`src/rtl/scl_gen_pkg.sv`:
```
`timescale 1ns/1ps
package scl_gen_pkg;

   // Phase encoding: bit 2 is the pull-low drive, so the output is one flop.
   typedef enum logic [2:0] {
      PH_IDLE    = 3'b000,
      PH_WAIT_HI = 3'b001,
      PH_HIGH    = 3'b010,
      PH_WAIT_LO = 3'b100,
      PH_LOW     = 3'b101
   } scl_phase_e;

   localparam int unsigned RATIO_FLOOR = 24;
   localparam int unsigned RATIO_MAX   = 344;
   localparam int unsigned SEL_W       = 4;
   localparam int unsigned SEL_CODES   = 1 << SEL_W;

   function automatic int unsigned base_ratio(input logic [2:0] idx);
      int unsigned r;
      case (idx)
         3'd0:    r = 88;
         3'd1:    r = 172;
         3'd2:    r = 344;
         3'd3:    r = 44;
         3'd4:    r = 48;
         3'd5:    r = 96;
         default: r = 24;
      endcase
      return r;
   endfunction

   function automatic int unsigned ratio_of(input logic [SEL_W-1:0] code);
      int unsigned r;
      r = base_ratio(code[2:0]);
      if (code[SEL_W-1]) r = ((r / 2) < RATIO_FLOOR) ? RATIO_FLOOR : (r / 2);
      return r;
   endfunction

endpackage

```
`src/rtl/scl_line_sync.sv`:
```
`timescale 1ns/1ps
module scl_line_sync #(
   parameter int unsigned STAGES = 2
) (
   input  logic clk,
   input  logic rst_n,
   input  logic d,
   output logic q
);

   generate
      if (STAGES == 0) begin : g_pass
         logic unused_clk_rst;
         assign unused_clk_rst = clk ^ rst_n;
         assign q = d;
      end else begin : g_chain
         logic [STAGES-1:0] sh;
         always_ff @(posedge clk or negedge rst_n) begin
            if (!rst_n) begin
               sh <= '1;
            end else begin
               sh[0] <= d;
               for (int i = 1; i < int'(STAGES); i++) sh[i] <= sh[i-1];
            end
         end
         assign q = sh[STAGES-1];
      end
   endgenerate

endmodule

```
`src/rtl/scl_ratio_sel.sv`:
```
`timescale 1ns/1ps
module scl_ratio_sel
   import scl_gen_pkg::*;
#(
   parameter int unsigned CNT_W = 9
) (
   input  logic [SEL_W-1:0] sel,
   output logic [CNT_W-1:0] half
);

   logic [CNT_W-1:0] lut [SEL_CODES];

   generate
      for (genvar c = 0; c < int'(SEL_CODES); c++) begin : g_lut
         assign lut[c] = CNT_W'(ratio_of(SEL_W'(c)) / 2);
      end
   endgenerate

   assign half = lut[sel];

endmodule

```
`src/rtl/scl_phase_fsm.sv`:
```
`timescale 1ns/1ps
module scl_phase_fsm
   import scl_gen_pkg::*;
#(
   parameter int unsigned CNT_W = 9
) (
   input  logic             clk,
   input  logic             rst_n,
   input  logic             en,
   input  logic             scl_s,
   input  logic [CNT_W-1:0] half_in,
   output logic             pull,
   output logic             chg_stb,
   output logic             smp_stb,
   output scl_phase_e       phase,
   output logic [CNT_W-1:0] half_q
);

   localparam logic [CNT_W-1:0] CNT_ONE = CNT_W'(1);

   scl_phase_e       st, st_nxt;
   logic [CNT_W-1:0] cnt, cnt_nxt;
   logic             half_ld;
   logic             at_last;

   assign at_last = (cnt == (half_q - CNT_ONE));

   always_comb begin
      st_nxt  = st;
      cnt_nxt = cnt;
      half_ld = 1'b0;
      if (!en) begin
         st_nxt  = PH_IDLE;
         cnt_nxt = '0;
      end else begin
         case (st)
            PH_IDLE: begin
               st_nxt  = PH_WAIT_LO;
               half_ld = 1'b1;
            end
            PH_WAIT_LO: begin
               if (!scl_s) begin
                  st_nxt  = PH_LOW;
                  cnt_nxt = CNT_ONE;
               end
            end
            PH_LOW: begin
               if (at_last) begin
                  st_nxt  = PH_WAIT_HI;
                  cnt_nxt = '0;
               end else begin
                  cnt_nxt = cnt + CNT_ONE;
               end
            end
            PH_WAIT_HI: begin
               if (scl_s) begin
                  st_nxt  = PH_HIGH;
                  cnt_nxt = CNT_ONE;
               end
            end
            PH_HIGH: begin
               if (at_last) begin
                  st_nxt  = PH_WAIT_LO;
                  cnt_nxt = '0;
                  half_ld = 1'b1;
               end else begin
                  cnt_nxt = cnt + CNT_ONE;
               end
            end
            default: begin
               st_nxt  = PH_IDLE;
               cnt_nxt = '0;
            end
         endcase
      end
   end

   always_ff @(posedge clk or negedge rst_n) begin
      if (!rst_n) begin
         st     <= PH_IDLE;
         cnt    <= '0;
         half_q <= CNT_W'(ratio_of('0) / 2);
      end else begin
         st  <= st_nxt;
         cnt <= cnt_nxt;
         if (half_ld) half_q <= half_in;
      end
   end

   assign pull    = st[2];
   assign chg_stb = (st == PH_LOW) && (cnt == (half_q >> 1));
   assign smp_stb = (st == PH_WAIT_HI) && scl_s;
   assign phase   = st;

endmodule

```
`src/rtl/scl_clock_gen.sv`:
```
`timescale 1ns/1ps
module scl_clock_gen
   import scl_gen_pkg::*;
#(
   parameter int unsigned SYNC_STAGES = 2,
   parameter int unsigned CNT_W       = 9
) (
   input  logic             clk,
   input  logic             rst_n,
   input  logic             en,
   input  logic [SEL_W-1:0] clk_sel,
   input  logic             scl_in,
   output logic             scl_pull,
   output logic             chg_stb,
   output logic             smp_stb
);

   localparam int unsigned HALF_W_MIN = $clog2(RATIO_MAX / 2 + 1);

   generate
      if (CNT_W < HALF_W_MIN) begin : g_bad_cnt_w
         $error("CNT_W too narrow for the largest half-period");
      end
      if (SYNC_STAGES > 4) begin : g_bad_sync
         $error("SYNC_STAGES above 4 is not supported");
      end
   endgenerate

   logic             scl_s;
   logic [CNT_W-1:0] half_sel;
   logic [CNT_W-1:0] half_q;
   scl_phase_e       phase;

   scl_line_sync #(.STAGES(SYNC_STAGES)) u_sync (
      .clk   (clk),
      .rst_n (rst_n),
      .d     (scl_in),
      .q     (scl_s)
   );

   scl_ratio_sel #(.CNT_W(CNT_W)) u_ratio (
      .sel  (clk_sel),
      .half (half_sel)
   );

   scl_phase_fsm #(.CNT_W(CNT_W)) u_fsm (
      .clk     (clk),
      .rst_n   (rst_n),
      .en      (en),
      .scl_s   (scl_s),
      .half_in (half_sel),
      .pull    (scl_pull),
      .chg_stb (chg_stb),
      .smp_stb (smp_stb),
      .phase   (phase),
      .half_q  (half_q)
   );

endmodule

```
`config.mk`:
```
export PLATFORM = sky130hd
export DESIGN_NAME = scl_clock_gen
export DESIGN_NICKNAME = d
export VERILOG_FILES = /design/src/rtl/scl_gen_pkg.sv /design/src/rtl/scl_line_sync.sv /design/src/rtl/scl_ratio_sel.sv /design/src/rtl/scl_phase_fsm.sv /design/src/rtl/scl_clock_gen.sv
export SDC_FILE = /design/constraint.sdc
export NUM_CORES = 1
export LEC_CHECK = 0
export BUFFER_PORTS_ARGS = -buffer_cell sky130_fd_sc_hd__buf_2
export CAP_MARGIN = 10
export CORE_MARGIN = 4
export CORE_UTILIZATION = 45
export CTS_BUF_LIST = sky130_fd_sc_hd__clkbuf_4
export DETAILED_ROUTE_END_ITERATION = 7
export PLACE_DENSITY = 0.6
export SETUP_SLACK_MARGIN = 0.2
export SLEW_MARGIN = 20
export SYNTH_ARGS = -nofsm -noshare
export SYNTH_HDL_FRONTEND = slang
export SYNTH_SLANG_ARGS = --single-unit
```
`constraint.sdc`:
```
create_clock -name clk -period 3 [get_ports clk]
set_clock_uncertainty 0.1 [all_clocks]
set_input_delay 0.45 -clock clk [delete_from_list [all_inputs] [get_ports clk]]
set_output_delay 0.45 -clock clk [all_outputs]
set_load 0.005 [all_outputs]
```
==> results.tsv <==
metric	value	unit
Fin. Hold Viols	11	
Synth async-reset ratio	1.00	
Post-synth EDFFs	0	
PwrDens	500	nW/um2
Cell variety after synth	46	
ANT nets after route	0	
maximum clock rate	0.378	GHz
Starting Density	0.484	
post-synthesis mux area share	0.0587	
CTS Hold Bufs	0	
fin crit period	2.64	ns
DR DRC count	0	
Clock Tree Buf Depth	2	
vias in the first global route	1243	
TritonCTS Buffers	3	
R2R setup slack	0.36	ns
n_diodes	0	
register bit total from synthesis	22	
Avg Cell Area, Syn	9.35	um2
total gr overflow	0	
unrepaired setup endpoints after global routing	no	
synthesis warning total	0	
IO Count	11	
layout cells sized above 1	0.213	
Critical Path RT	3.09	ns
filler instances	317	
top cells by area, synth	dfrtp_1 28%, xnor2_1 9.3%, dfstp_2 8.7%	
VDD IR max	0.000323	V
port bufs	10	
arrival time worst endpoint	2.74	ns
first-pass GRT wire length	5740	um
Worst-Margin Slew	0.486	ns
Die Area	4360	um2
R2R Path End	u_fsm.half_q[0]$_DFFE_PN0P_	
Hold Crit Class	primary input to async pin	
DRT iter0 DRCs	42	
Worst Slack Setup Final	0.355	ns
fin. max-slew vios	0	
worst r2r src	u_fsm.half_q[1]$_DFFE_PN0P_	
relative slew slack	0.676	
clock root buffer	clkbuf_4	
Die Span X	66	um
CORE AREA	3130	um2
wire per inst	14.9	um
Top FF cell, synth	dfrtp_1	
largest net degree at the start of global routing	23	
XOR/XNOR Fraction of Synth Area	0.121	
clk slew on worst S/H paths	0.11	ns
Crit Path Class	register to register	
synthesized cell area	1510	um2
initial antenna violation count	0	
via count	1261	
H-tree depth	1	
end-of-flow core utilization	0.534	
violated checks	hold timing	
total global-route track usage	0.169	
Synth area leader	dfrtp_1	
TritonRoute pass-1 iters	4	
Syn Inst Count	162	
clock sink total	22	
worst hold margin	-0.00552	ns
status	finished with violations	
fin nets	185	
DP HPWL	2470	um
crit end category	register	
CTS tree	yes	
compound-cell area share of the yosys netlist	0.197	
Simple-Gate Fraction of Synth Area	0.201	
worst reg-to-reg path cell count	6	
crit share post-route	0.882	
Worst Path Max Fanout	8	
sequential element share of the synthesized area	0.368	
largest family of logic cells by synthesized area	simple AND/OR/NAND/NOR gates	
Yosys top cell area share	0.281	
adder-cell share of the synthesized area	0.0165	
post-place setup slack	0.243	ns
critical path launch point type	register	
Via density	5.78	
RD Place Congestion	0.804	
Mapped Nets	172	
setup violators final	0	
Design Power	835	uW
Chip Height	66	um
Post-Route WL	3260	um
max_cap viols	0	
Worst-Skew Late Latency	0.29	ns
P&R area growth vs syn	10.3	%
number of rows in the core area	20	
setup TNS	0	ns
Pleak	0.635	nW
-- critical path, cell delays in order, from the launching register on --
cell	delay (ns)
dfrtp_2	0.47
or4_1	0.53
or3_1	0.34
a211oi_2	0.27
o2111ai_4	0.18
a21oi_4	0.29
mux2_2	0.37
-- report_power, final --
part           switching, mW  internal (mW)
registers             0.0771          0.343
clock network         0.0824         0.0484
logic                  0.134          0.151
total                  0.293          0.542
-- per-stage QoR --
step / area, um2 / std cells
floorplan: 1510 / 162
global placement: 1620 / 213
detailed placement: 1620 / 213
CTS: 1640 / 217
global route: 1670 / 218
finish: 1670 / 218
-- cells by family (layout without fill, tap and decap cells) --
kind of cell | after synthesis | in the layout
xor gates and xnor gates | 21 | 21
muxes | 8 | 8
DFF | 22 | 22
and+or+nand+nor | 54 | 54
adders and majority gates | 2 | 2
buffers and inverters | 15 | 27
AOI/OAI and AO/OA | 40 | 40
-- sequential cells by signal, indices dropped and copies added, names as in the netlist --
signal and cells:
u_fsm.cnt 9, u_sync.g_chain.sh 2, u_fsm.phase 3, u_fsm.half_q 8
-- per-layer routing --
metal  track usage  routed length (um)
met1         0.232                1520
met3        0.0272                 134
met5             0                   0
met4        0.0381                  44
met2         0.278                1560
-- worst max-delay path by stage --
stage,start,end,slack (ns),depth (start not counted)
floorplan,u_fsm.half_q[2]$_DFFE_PN1P_,u_fsm.half_q[0]$_DFFE_PN0P_,0.33,7
global placement,u_fsm.half_q[0]$_DFFE_PN0P_,u_fsm.half_q[7]$_DFFE_PN0P_,0.35,8
detailed placement,u_fsm.half_q[1]$_DFFE_PN0P_,u_fsm.half_q[0]$_DFFE_PN0P_,0.24,6
CTS,u_fsm.half_q[1]$_DFFE_PN0P_,u_fsm.half_q[0]$_DFFE_PN0P_,0.24,6
global route,u_fsm.half_q[1]$_DFFE_PN0P_,u_fsm.half_q[0]$_DFFE_PN0P_,0.20,6
finish,u_fsm.half_q[1]$_DFFE_PN0P_,u_fsm.half_q[0]$_DFFE_PN0P_,0.36,6
-- Yosys cell counts (2+ instances only) --
cell type,number
nor4b_1,2
nor2b_1,6
a21oi_1,12
ha_1,2
o211ai_1,2
nor3b_1,3
xnor2_1,16
nor3_1,5
nor2_1,7
o21ai_0,2
a31oi_1,6
or4_1,2
nand2b_1,6
xor2_1,5
dfstp_2,5
nand3_1,4
or3_1,2
clkbuf_1,4
o21bai_1,2
nand2_1,10
a211o_1,2
o22ai_1,3
dfrtp_1,17
mux2_2,6
inv_1,9
nor4_1,2
-- final cells by class --
cell class	instances	area [um2]	share of cell area
clock buffer	3	22.5	0.0135
clock inverter	1	3.75	0.00225
inverter	9	33.8	0.0202
multi-input combinational	125	917	0.549
sequential	22	558	0.334
tap	44	55.1	0.0330
timing repair buffer	14	80.1	0.0479
-- repair_timing --
action | in CTS | in global routing
setup buffers | 0 | 1
setup endpoints to repair | 0 | 15
resized for setup | 0 | 4
-- cells in the final DEF (no fill, tap or decap), types with 2 or more instances in the layout --
master,n
o21bai_1,2
dfstp_2,5
nor3b_1,2
o211ai_1,2
a211o_1,2
inv_1,9
or3_1,2
clkbuf_4,3
nand3_1,4
xor2_1,5
nand2b_1,6
dfrtp_1,16
o22ai_1,3
or4_1,2
xnor2_1,16
nor2_1,7
buf_4,4
mux2_2,6
o21ai_0,2
nor2b_1,6
nor3_1,5
nand2_1,10
ha_1,2
buf_2,10
a21oi_1,12
a31oi_1,6
Note: power is estimated with default switching activity, not from simulation.
